**src/rtl/scan_tap_pkg.sv**
```systemverilog
package scan_tap_pkg;

  typedef enum logic [3:0] {
    TLR, RTI, SEL_DR, CAP_DR, SH_DR, EX1_DR, PAU_DR, EX2_DR, UPD_DR,
    SEL_IR, CAP_IR, SH_IR, EX1_IR, PAU_IR, EX2_IR, UPD_IR
  } tapState_e;

  localparam int IR_W = 4;
  localparam logic [IR_W-1:0] OP_EXTEST = 4'h0;
  localparam logic [IR_W-1:0] OP_IDCODE = 4'h1;
  localparam logic [IR_W-1:0] OP_RSTREG = 4'hC;
  localparam logic [IR_W-1:0] OP_BYPASS = 4'hF;
  localparam logic [IR_W-1:0] IR_CAPTURE = 4'b0001;

  localparam int CELLS_PER_PIN = 4;
  localparam int CELL_PU  = 0;
  localparam int CELL_OE  = 1;
  localparam int CELL_OUT = 2;
  localparam int CELL_IN  = 3;

  localparam int ID_W = 32;

  typedef enum logic [1:0] {SEL_BYP, SEL_ID, SEL_RST, SEL_BSC} drSel_e;

  typedef struct packed {
    logic   capDr;
    logic   shDr;
    logic   updDr;
    logic   shIr;
    logic   tlr;
    drSel_e sel;
  } drStrobe_t;

endpackage

```
**src/rtl/scan_tap_ctrl.sv**
```systemverilog
module scan_tap_ctrl
  import scan_tap_pkg::*;
(
  input  logic                tck,
  input  logic                trstN,
  input  logic                tms,
  input  logic                tdi,
  output drStrobe_t           strb,
  output logic                irOut,
  output logic                extestOn,
  output tapState_e           tapState,
  output logic [IR_W-1:0]     curInstr
);

  tapState_e nextState;
  logic [IR_W-1:0] irShift;
  logic [IR_W-1:0] irReg;

  always_ff @(posedge tck or negedge trstN) begin
    if (!trstN) tapState <= TLR;
    else        tapState <= nextState;
  end

  always_comb begin
    nextState = tapState;
    unique case (tapState)
      TLR:    nextState = tms ? TLR    : RTI;
      RTI:    nextState = tms ? SEL_DR : RTI;
      SEL_DR: nextState = tms ? SEL_IR : CAP_DR;
      CAP_DR: nextState = tms ? EX1_DR : SH_DR;
      SH_DR:  nextState = tms ? EX1_DR : SH_DR;
      EX1_DR: nextState = tms ? UPD_DR : PAU_DR;
      PAU_DR: nextState = tms ? EX2_DR : PAU_DR;
      EX2_DR: nextState = tms ? UPD_DR : SH_DR;
      UPD_DR: nextState = tms ? SEL_DR : RTI;
      SEL_IR: nextState = tms ? TLR    : CAP_IR;
      CAP_IR: nextState = tms ? EX1_IR : SH_IR;
      SH_IR:  nextState = tms ? EX1_IR : SH_IR;
      EX1_IR: nextState = tms ? UPD_IR : PAU_IR;
      PAU_IR: nextState = tms ? EX2_IR : PAU_IR;
      EX2_IR: nextState = tms ? UPD_IR : SH_IR;
      UPD_IR: nextState = tms ? SEL_DR : RTI;
      default: nextState = TLR;
    endcase
  end

  // instruction path: capture pattern, LSB-first shift, update into active opcode
  always_ff @(posedge tck or negedge trstN) begin
    if (!trstN) begin
      irShift <= '0;
      irReg   <= OP_IDCODE;
    end else begin
      case (tapState)
        TLR:    irReg   <= OP_IDCODE;
        CAP_IR: irShift <= IR_CAPTURE;
        SH_IR:  irShift <= {tdi, irShift[IR_W-1:1]};
        UPD_IR: irReg   <= irShift;
        default: ;
      endcase
    end
  end

  drSel_e selDecode;
  always_comb begin
    case (irReg)
      OP_EXTEST: selDecode = SEL_BSC;
      OP_IDCODE: selDecode = SEL_ID;
      OP_RSTREG: selDecode = SEL_RST;
      default:   selDecode = SEL_BYP;
    endcase
  end

  always_comb begin
    strb.capDr = (tapState == CAP_DR);
    strb.shDr  = (tapState == SH_DR);
    strb.updDr = (tapState == UPD_DR);
    strb.shIr  = (tapState == SH_IR);
    strb.tlr   = (tapState == TLR);
    strb.sel   = selDecode;
  end

  assign irOut    = irShift[0];
  assign extestOn = (irReg == OP_EXTEST);
  assign curInstr = irReg;

endmodule

```
**src/rtl/scan_tap_dpath.sv**
```systemverilog
module scan_tap_dpath
  import scan_tap_pkg::*;
#(
  parameter int          PIN_COUNT  = 4,
  parameter logic [3:0]  ID_VERSION = 4'h1,
  parameter logic [15:0] ID_DEVICE  = 16'h0042,
  parameter logic [10:0] ID_MFR     = 11'h01F
) (
  input  logic                 tck,
  input  logic                 trstN,
  input  logic                 tdi,
  input  drStrobe_t            strb,
  input  logic                 irOut,
  input  logic                 extestOn,
  input  logic                 extRstReq,
  input  logic [PIN_COUNT-1:0] coreOe,
  input  logic [PIN_COUNT-1:0] coreOut,
  input  logic [PIN_COUNT-1:0] corePuDis,
  input  logic [PIN_COUNT-1:0] padIn,
  output logic                 tdo,
  output logic                 tdoEn,
  output logic                 intRstReq,
  output logic [PIN_COUNT-1:0] pinOe,
  output logic [PIN_COUNT-1:0] pinOut,
  output logic [PIN_COUNT-1:0] pinPuDis
);

  localparam int CHAIN_W = CELLS_PER_PIN * PIN_COUNT;
  localparam logic [ID_W-1:0] ID_VAL = {ID_VERSION, ID_DEVICE, ID_MFR, 1'b1};

  logic [CHAIN_W-1:0]   bsChain;
  logic [CHAIN_W-1:0]   bsCapture;
  logic [PIN_COUNT-1:0] updPu, updOe, updOut;
  logic [ID_W-1:0]      idShift;
  logic                 bypBit;
  logic                 rstShift;
  logic                 rstLatch;
  logic                 drOut;

  // ---------------- pin drive selection ----------------
  always_comb begin
    if (extestOn) begin
      pinPuDis = updPu;
      pinOe    = updOe;
      pinOut   = updOut;
    end else if (intRstReq) begin
      pinPuDis = '0;
      pinOe    = '0;
      pinOut   = '0;
    end else begin
      pinPuDis = corePuDis;
      pinOe    = coreOe;
      pinOut   = coreOut;
    end
  end

  // ---------------- per-pin boundary cells ----------------
  for (genvar p = 0; p < PIN_COUNT; p++) begin : g_cell
    localparam int BASE = CELLS_PER_PIN * p;

    assign bsCapture[BASE + CELL_PU]  = pinPuDis[p];
    assign bsCapture[BASE + CELL_OE]  = pinOe[p];
    assign bsCapture[BASE + CELL_OUT] = pinOut[p];
    assign bsCapture[BASE + CELL_IN]  = padIn[p];

    always_ff @(posedge tck or negedge trstN) begin
      if (!trstN) begin
        updPu[p]  <= 1'b0;
        updOe[p]  <= 1'b0;
        updOut[p] <= 1'b0;
      end else if (strb.tlr) begin
        updPu[p]  <= 1'b0;
        updOe[p]  <= 1'b0;
        updOut[p] <= 1'b0;
      end else if (strb.updDr && strb.sel == SEL_BSC) begin
        updPu[p]  <= bsChain[BASE + CELL_PU];
        updOe[p]  <= bsChain[BASE + CELL_OE];
        updOut[p] <= bsChain[BASE + CELL_OUT];
      end
    end
  end

  // ---------------- boundary chain shifter ----------------
  always_ff @(posedge tck or negedge trstN) begin
    if (!trstN) bsChain <= '0;
    else if (strb.sel == SEL_BSC) begin
      if (strb.capDr)     bsChain <= bsCapture;
      else if (strb.shDr) bsChain <= {tdi, bsChain[CHAIN_W-1:1]};
    end
  end

  // ---------------- identification word ----------------
  always_ff @(posedge tck or negedge trstN) begin
    if (!trstN) idShift <= '0;
    else if (strb.sel == SEL_ID) begin
      if (strb.capDr)     idShift <= ID_VAL;
      else if (strb.shDr) idShift <= {tdi, idShift[ID_W-1:1]};
    end
  end

  // ---------------- bypass stage ----------------
  always_ff @(posedge tck or negedge trstN) begin
    if (!trstN) bypBit <= 1'b0;
    else if (strb.sel == SEL_BYP) begin
      if (strb.capDr)     bypBit <= 1'b0;
      else if (strb.shDr) bypBit <= tdi;
    end
  end

  // ---------------- reset register ----------------
  always_ff @(posedge tck or negedge trstN) begin
    if (!trstN) begin
      rstShift <= 1'b0;
      rstLatch <= 1'b0;
    end else if (strb.tlr) begin
      rstLatch <= 1'b0;
    end else if (strb.sel == SEL_RST) begin
      if (strb.capDr)      rstShift <= rstLatch;
      else if (strb.shDr)  rstShift <= tdi;
      else if (strb.updDr) rstLatch <= rstShift;
    end
  end

  assign intRstReq = rstLatch | extRstReq;

  // ---------------- serial output ----------------
  always_comb begin
    unique case (strb.sel)
      SEL_BSC: drOut = bsChain[0];
      SEL_ID:  drOut = idShift[0];
      SEL_RST: drOut = rstShift;
      default: drOut = bypBit;
    endcase
  end

  always_ff @(negedge tck or negedge trstN) begin
    if (!trstN) begin
      tdo   <= 1'b0;
      tdoEn <= 1'b0;
    end else begin
      tdoEn <= strb.shIr | strb.shDr;
      if (strb.shIr)      tdo <= irOut;
      else if (strb.shDr) tdo <= drOut;
      else                tdo <= 1'b0;
    end
  end

endmodule

```
**src/rtl/scan_tap.sv**
```systemverilog
module scan_tap
  import scan_tap_pkg::*;
#(
  parameter int          PIN_COUNT  = 4,
  parameter logic [3:0]  ID_VERSION = 4'h1,
  parameter logic [15:0] ID_DEVICE  = 16'h0042,
  parameter logic [10:0] ID_MFR     = 11'h01F
) (
  input  logic                 tck,
  input  logic                 trstN,
  input  logic                 tms,
  input  logic                 tdi,
  output logic                 tdo,
  output logic                 tdoEn,
  input  logic                 extRstReq,
  output logic                 intRstReq,
  input  logic [PIN_COUNT-1:0] coreOe,
  input  logic [PIN_COUNT-1:0] coreOut,
  input  logic [PIN_COUNT-1:0] corePuDis,
  input  logic [PIN_COUNT-1:0] padIn,
  output logic [PIN_COUNT-1:0] pinOe,
  output logic [PIN_COUNT-1:0] pinOut,
  output logic [PIN_COUNT-1:0] pinPuDis
);

  drStrobe_t       strb;
  logic            irOut;
  logic            extestOn;
  tapState_e       tapState;
  logic [IR_W-1:0] curInstr;

  scan_tap_ctrl ctrl_i (
    .tck      (tck),
    .trstN    (trstN),
    .tms      (tms),
    .tdi      (tdi),
    .strb     (strb),
    .irOut    (irOut),
    .extestOn (extestOn),
    .tapState (tapState),
    .curInstr (curInstr)
  );

  scan_tap_dpath #(
    .PIN_COUNT  (PIN_COUNT),
    .ID_VERSION (ID_VERSION),
    .ID_DEVICE  (ID_DEVICE),
    .ID_MFR     (ID_MFR)
  ) dpath_i (
    .tck       (tck),
    .trstN     (trstN),
    .tdi       (tdi),
    .strb      (strb),
    .irOut     (irOut),
    .extestOn  (extestOn),
    .extRstReq (extRstReq),
    .coreOe    (coreOe),
    .coreOut   (coreOut),
    .corePuDis (corePuDis),
    .padIn     (padIn),
    .tdo       (tdo),
    .tdoEn     (tdoEn),
    .intRstReq (intRstReq),
    .pinOe     (pinOe),
    .pinOut    (pinOut),
    .pinPuDis  (pinPuDis)
  );

endmodule

```
**config.mk**
```make
export PLATFORM = sky130hd
export DESIGN_NAME = scan_tap
export DESIGN_NICKNAME = d
export VERILOG_FILES = /design/src/rtl/scan_tap_pkg.sv /design/src/rtl/scan_tap_ctrl.sv /design/src/rtl/scan_tap_dpath.sv /design/src/rtl/scan_tap.sv
export SDC_FILE = /design/constraint.sdc
export NUM_CORES = 1
export LEC_CHECK = 0
export BUFFER_PORTS_ARGS = -buffer_cell sky130_fd_sc_hd__clkbuf_2
export CELL_PAD_IN_SITES_DETAIL_PLACEMENT = 1
export CELL_PAD_IN_SITES_GLOBAL_PLACEMENT = 2
export CORE_ASPECT_RATIO = 0.7
export CORE_UTILIZATION = 37
export CTS_CLUSTER_DIAMETER = 200
export DETAILED_ROUTE_END_ITERATION = 8
export PLACE_DENSITY_LB_ADDON = 0.15
export SLEW_MARGIN = 30
export SYNTH_ARGS = -nofsm -noshare
export SYNTH_HDL_FRONTEND = slang
export SYNTH_SLANG_ARGS = --single-unit
```
**constraint.sdc**
```tcl
create_clock -name tck -period 2 [get_ports tck]
set_clock_uncertainty 0.05 [all_clocks]
set_input_delay 0.2 -clock tck [delete_from_list [all_inputs] [get_ports tck]]
set_output_delay 0.2 -clock tck [all_outputs]
set_load 0.005 [all_outputs]
```
---- Word-level counts from Yosys, hierarchy flattened ----
Index checks and enable logic that the tools add are counted.
storage, ports and cells
  bits in registers ....................... 77
  word-level logic and storage cells ...... 126
  input bits .............................. 21
  output and inout port bits .............. 15
operators by class
  reductions and logical operators ........ 18
  mux-type cells .......................... 61
  bitwise logic cells ..................... 3
  eq/ne operators ......................... 22
operator list
  operator                                                               count
  32-bit 2-to-1 mux                                                      2
  4-bit case mux with 12 select lines                                    1
  4-bit 2-to-1 mux                                                       10
  1-bit 2-to-1 mux                                                       37
  4-bit equality test, second input constant                             9
  16-bit 2-to-1 mux                                                      2
  4-bit by 3-bit equality test with 1-bit output, second input constant  4
  4-bit case mux with 2 select lines                                     2
  2-bit nonzero test                                                     6
  4-bit by 1-bit equality test with 1-bit output, second input constant  2
  4-bit by 2-bit equality test with 1-bit output, second input constant  2
  4-bit zero test                                                        2
  2-bit 2-to-1 mux                                                       3
  3-bit 2-to-1 mux                                                       2
  2-bit case mux with 3 select lines                                     1
  2-bit AND reduction                                                    3
  2-bit equality test, second input constant                             2
  2-bit inequality test, second input constant                           2
  4-bit AND reduction                                                    1
  2-bit OR reduction                                                     2
  1-bit case mux with 3 select lines                                     1
  3-bit AND reduction                                                    1
  3-bit OR reduction                                                     1
  2-bit by 1-bit equality test with 1-bit output, second input constant  1
  4 further kinds                                                        5

---- Logic depth before layout (Yosys ltp) ----
  depth in word-level cells ............... 6
  gate-level depth with buffers ........... 6
  gate-level depth less buffers ........... 4

---- Cells and area by module ----
From an unflattened synthesis, not the netlist that was laid out.
unflattened totals
  cell total of the unflattened synthesis .. 375
  area total of the unflattened synthesis .. 3,849.9 sq um
modules (own cells, without submodules)
  module          cells each  instances  area each (sq um)
  scan_tap_dpath  284         1          3,105.5
  scan_tap_ctrl   91          1          744.5

==> metrics <==
largest area contributor in the netlist=dfrtp_1; Die W=around 120 um; Area Overhead vs Synth=26.5%; Leak=2.23 nW; slowest cell on the critical path=dfrtp_2; post-synth top area share=0.510; vias in the first global route=roughly 3200; CTS clk-pin slew, worst paths=roughly 0.060 ns; reg2reg setup slack=-0.57 ns; Hold EP=dpath_i.bsChain[15]$_DFFE_PN0P_; Ant. Diodes=0; top_reg_cell synth=dfrtp_1; Row Count=29; top cells by area, synth=dfrtp_1, nand2_1, o21ai_1, mux2i_1, o21ai_0; Reg2Reg Depth=4; CP Launch Type=flip-flop; global-route wire length before repair=roughly 16 mm; drt first pass iters=4; syn nets=around 410; DP Area=approximately 0.0041 sq mm; Crit path largest cell delay=~0.44 ns; routed length per instance=around 16 um; core box area=0.00929 sq mm; Die H=about 85 um; sequential-to-total area share from yosys stat=0.531; synthesized area per cell=just over 9 sq um; setup slack after layout=-0.572 ns; Final Core Density=0.494; first-iteration detailed-routing DRC count=102; clk buf depth=2; CP Cell Sequence=and4bb_2 > nor2_2 > a221o_1 > a32o_1; violated checks=setup timing; worst min path class=in -> reg; share of cells above drive strength 1=0.254; top-count cell post-synth=nand2_1; CTS tree=done; worst path bufs/invs=0; pwr dens=about 1500 mW/mm^2; CTS Buf Count=9; Overall Global Routing Usage=0.206; Hold Path Origin=padIn[3]; CP delay by family, top=compound AO/OA/AOI/OAI gates; CP Class=reg -> reg; Worst-Margin Slew=0.448 ns; synth cell count leaders=nand2_1, dfrtp_1, o21ai_1, o21ai_0, nor2_1; max-cap violations=0; Initial Util=0.391; Max transition margin=0.699; input/output buffers=35; Critical R2R Capture=dpath_i.tdo$_DFF_NN0_; number of synthesized flops with an enable pin=0; RSZ-0062 raised after global routing=yes; Post-Syn Instances=between 300 and 400; Critical Path RT=around 1.1 ns; Via Count=~2900; worst r2r src=ctrl_i.curInstr[1]$_DFFE_PN0P_; largest net degree at the start of global routing=65; Async S/R FF share, synth=1.00; fin. max-slew vios=0; Post-DRT Antenna Nets=0; final hold slack=around 0.13 ns; crit path max fanout=4; routability cong.=0.801; WHS Path Cells=3; crit path DAT=1.71 ns; clk sink count=a little under 80; YS warnings=0; DR vias/cell=about 5; global route overflow=0; die area=0.0102 sq mm; initial antenna violation count=0; number of nets in the layout=around 470; WL final=9.38 mm; # setup viols final=12; Skew-Pair Late Insertion Delay=0.34 ns; CP Capture Type=flip-flop; CTS HTree Levels=3; hpwl dp=6.02 mm; number of unique standard cell types used by synthesis=46; final count of hold timing violations=0; Max VDD drop=0.604 mV; Filler cells=1098; residual DRC count=0; Post-Syn Area=between 0.003 and 0.004 sq mm; outcome=finished with violations; Top Ports=36; Pwr Total=between 6 and 7 mW; Root Buffer=clkbuf_16; Seq cells post-synth=between 70 and 80; final instance area=about 0.0046 sq mm
-- how the worst max path moves through the flow --
stage                                         from                    end  slack, ns  cells past startpoint
floorplan           ctrl_i.curInstr[0]$_DFFE_PN1P_  dpath_i.tdo$_DFF_NN0_      -0.53                      3
global placement    ctrl_i.curInstr[0]$_DFFE_PN1P_  dpath_i.tdo$_DFF_NN0_      -0.52                      3
detailed placement  ctrl_i.curInstr[1]$_DFFE_PN0P_  dpath_i.tdo$_DFF_NN0_      -0.57                      4
CTS                 ctrl_i.curInstr[0]$_DFFE_PN1P_  dpath_i.tdo$_DFF_NN0_      -0.59                      3
global route        ctrl_i.curInstr[1]$_DFFE_PN0P_  dpath_i.tdo$_DFF_NN0_      -0.64                      4
finish              ctrl_i.curInstr[1]$_DFFE_PN0P_  dpath_i.tdo$_DFF_NN0_      -0.57                      4
-- registers in the layout, summed over array words and instances (netlist names) --
| signal | count |
|---|---|
| ctrl_i.irShift | 4 |
| dpath_i.updPu | 4 |
| ctrl_i.curInstr | 4 |
| dpath_i.updOut | 4 |
| dpath_i.tdo | 1 |
| ctrl_i.tapState | 4 |
| dpath_i.tdoEn | 1 |
| dpath_i.rstLatch | 1 |
| dpath_i.idShift | 32 |
| dpath_i.rstShift | 1 |
| dpath_i.bsChain | 16 |
| dpath_i.updOe | 4 |
| dpath_i.bypBit | 1 |
-- worst reg2reg max path, stage by stage (launching register included) --
cell	delay (ns)
dfrtp_2	0.44
and4bb_2	0.35
nor2_2	0.06
a221o_1	0.32
a32o_1	0.21
-- cell type report --
type,count,area [sq um],area share
clock buffer,14,264,0.0575
sequential,77,1930,0.421
clock inverter,1,30.0,0.00654
timing repair buffer,70,549,0.120
tap,124,155,0.0338
inverter,5,18.8,0.00409
multi-input combinational,282,1640,0.358
-- metrics by stage --
step           setup slack, ns  cells  TNS [ns]
6_report                -0.572    573    -0.831
5_1_grt                 -0.642    573     -1.60
4_1_cts                 -0.585    574     -1.05
3_5_place_dp            -0.565    550    -0.565
3_3_place_gp            -0.518    550    -0.518
2_1_floorplan           -0.525    392    -0.604
-- kinds of logic after synthesis --
logic type,count (synthesis),synth area share
AOI/OAI and AO/OA,110,0.180
xor gates and xnor gates,1,0.00241
buffers and inverters,33,0.0424
DFF,77,0.531
muxes,17,0.0472
and+or+nand+nor,154,0.197
-- report_power, final --
group,switching (mW),internal [mW]
logic,1.65,1.24
clock network,0.606,1.03
registers,0.350,2.06
total,2.60,4.33
-- layout by cell type, fill, tap and decap left out, drive strengths merged, types with 4 or more instances in the layout --
cell type and n:
a21oi 12, a22o 12, buf 48, clkbuf 35, dfrtp 74, inv 5, mux2i 16, nand2 105
nand2b 4, nor2 18, nor2b 6, o21ai 72, o22ai 4
-- metal layers --
| metal | vias up | global-route usage | wire, um |
|---|---|---|---|
| met5 | - | 0 | 0 |
| met4 | 0 | 0.0651 | 114 |
| met3 | 8 | 0.0491 | 271 |
| met2 | 31 | 0.317 | 4300 |
| met1 | 1443 | 0.290 | 4690 |
| li1 | 1448 | - | - |
-- timing repair --
item / 4_1_cts / 5_1_grt
pin swaps: 3 / 13
gates resized for setup: 21 / 37
cloned: 2 / 0
setup buffers: 6 / 1
setup endpoints to repair: 11 / 28
hold buffers: 1 / 0
hold endpoints to repair: 21 / 0
Power figures use the tool's default switching activity.
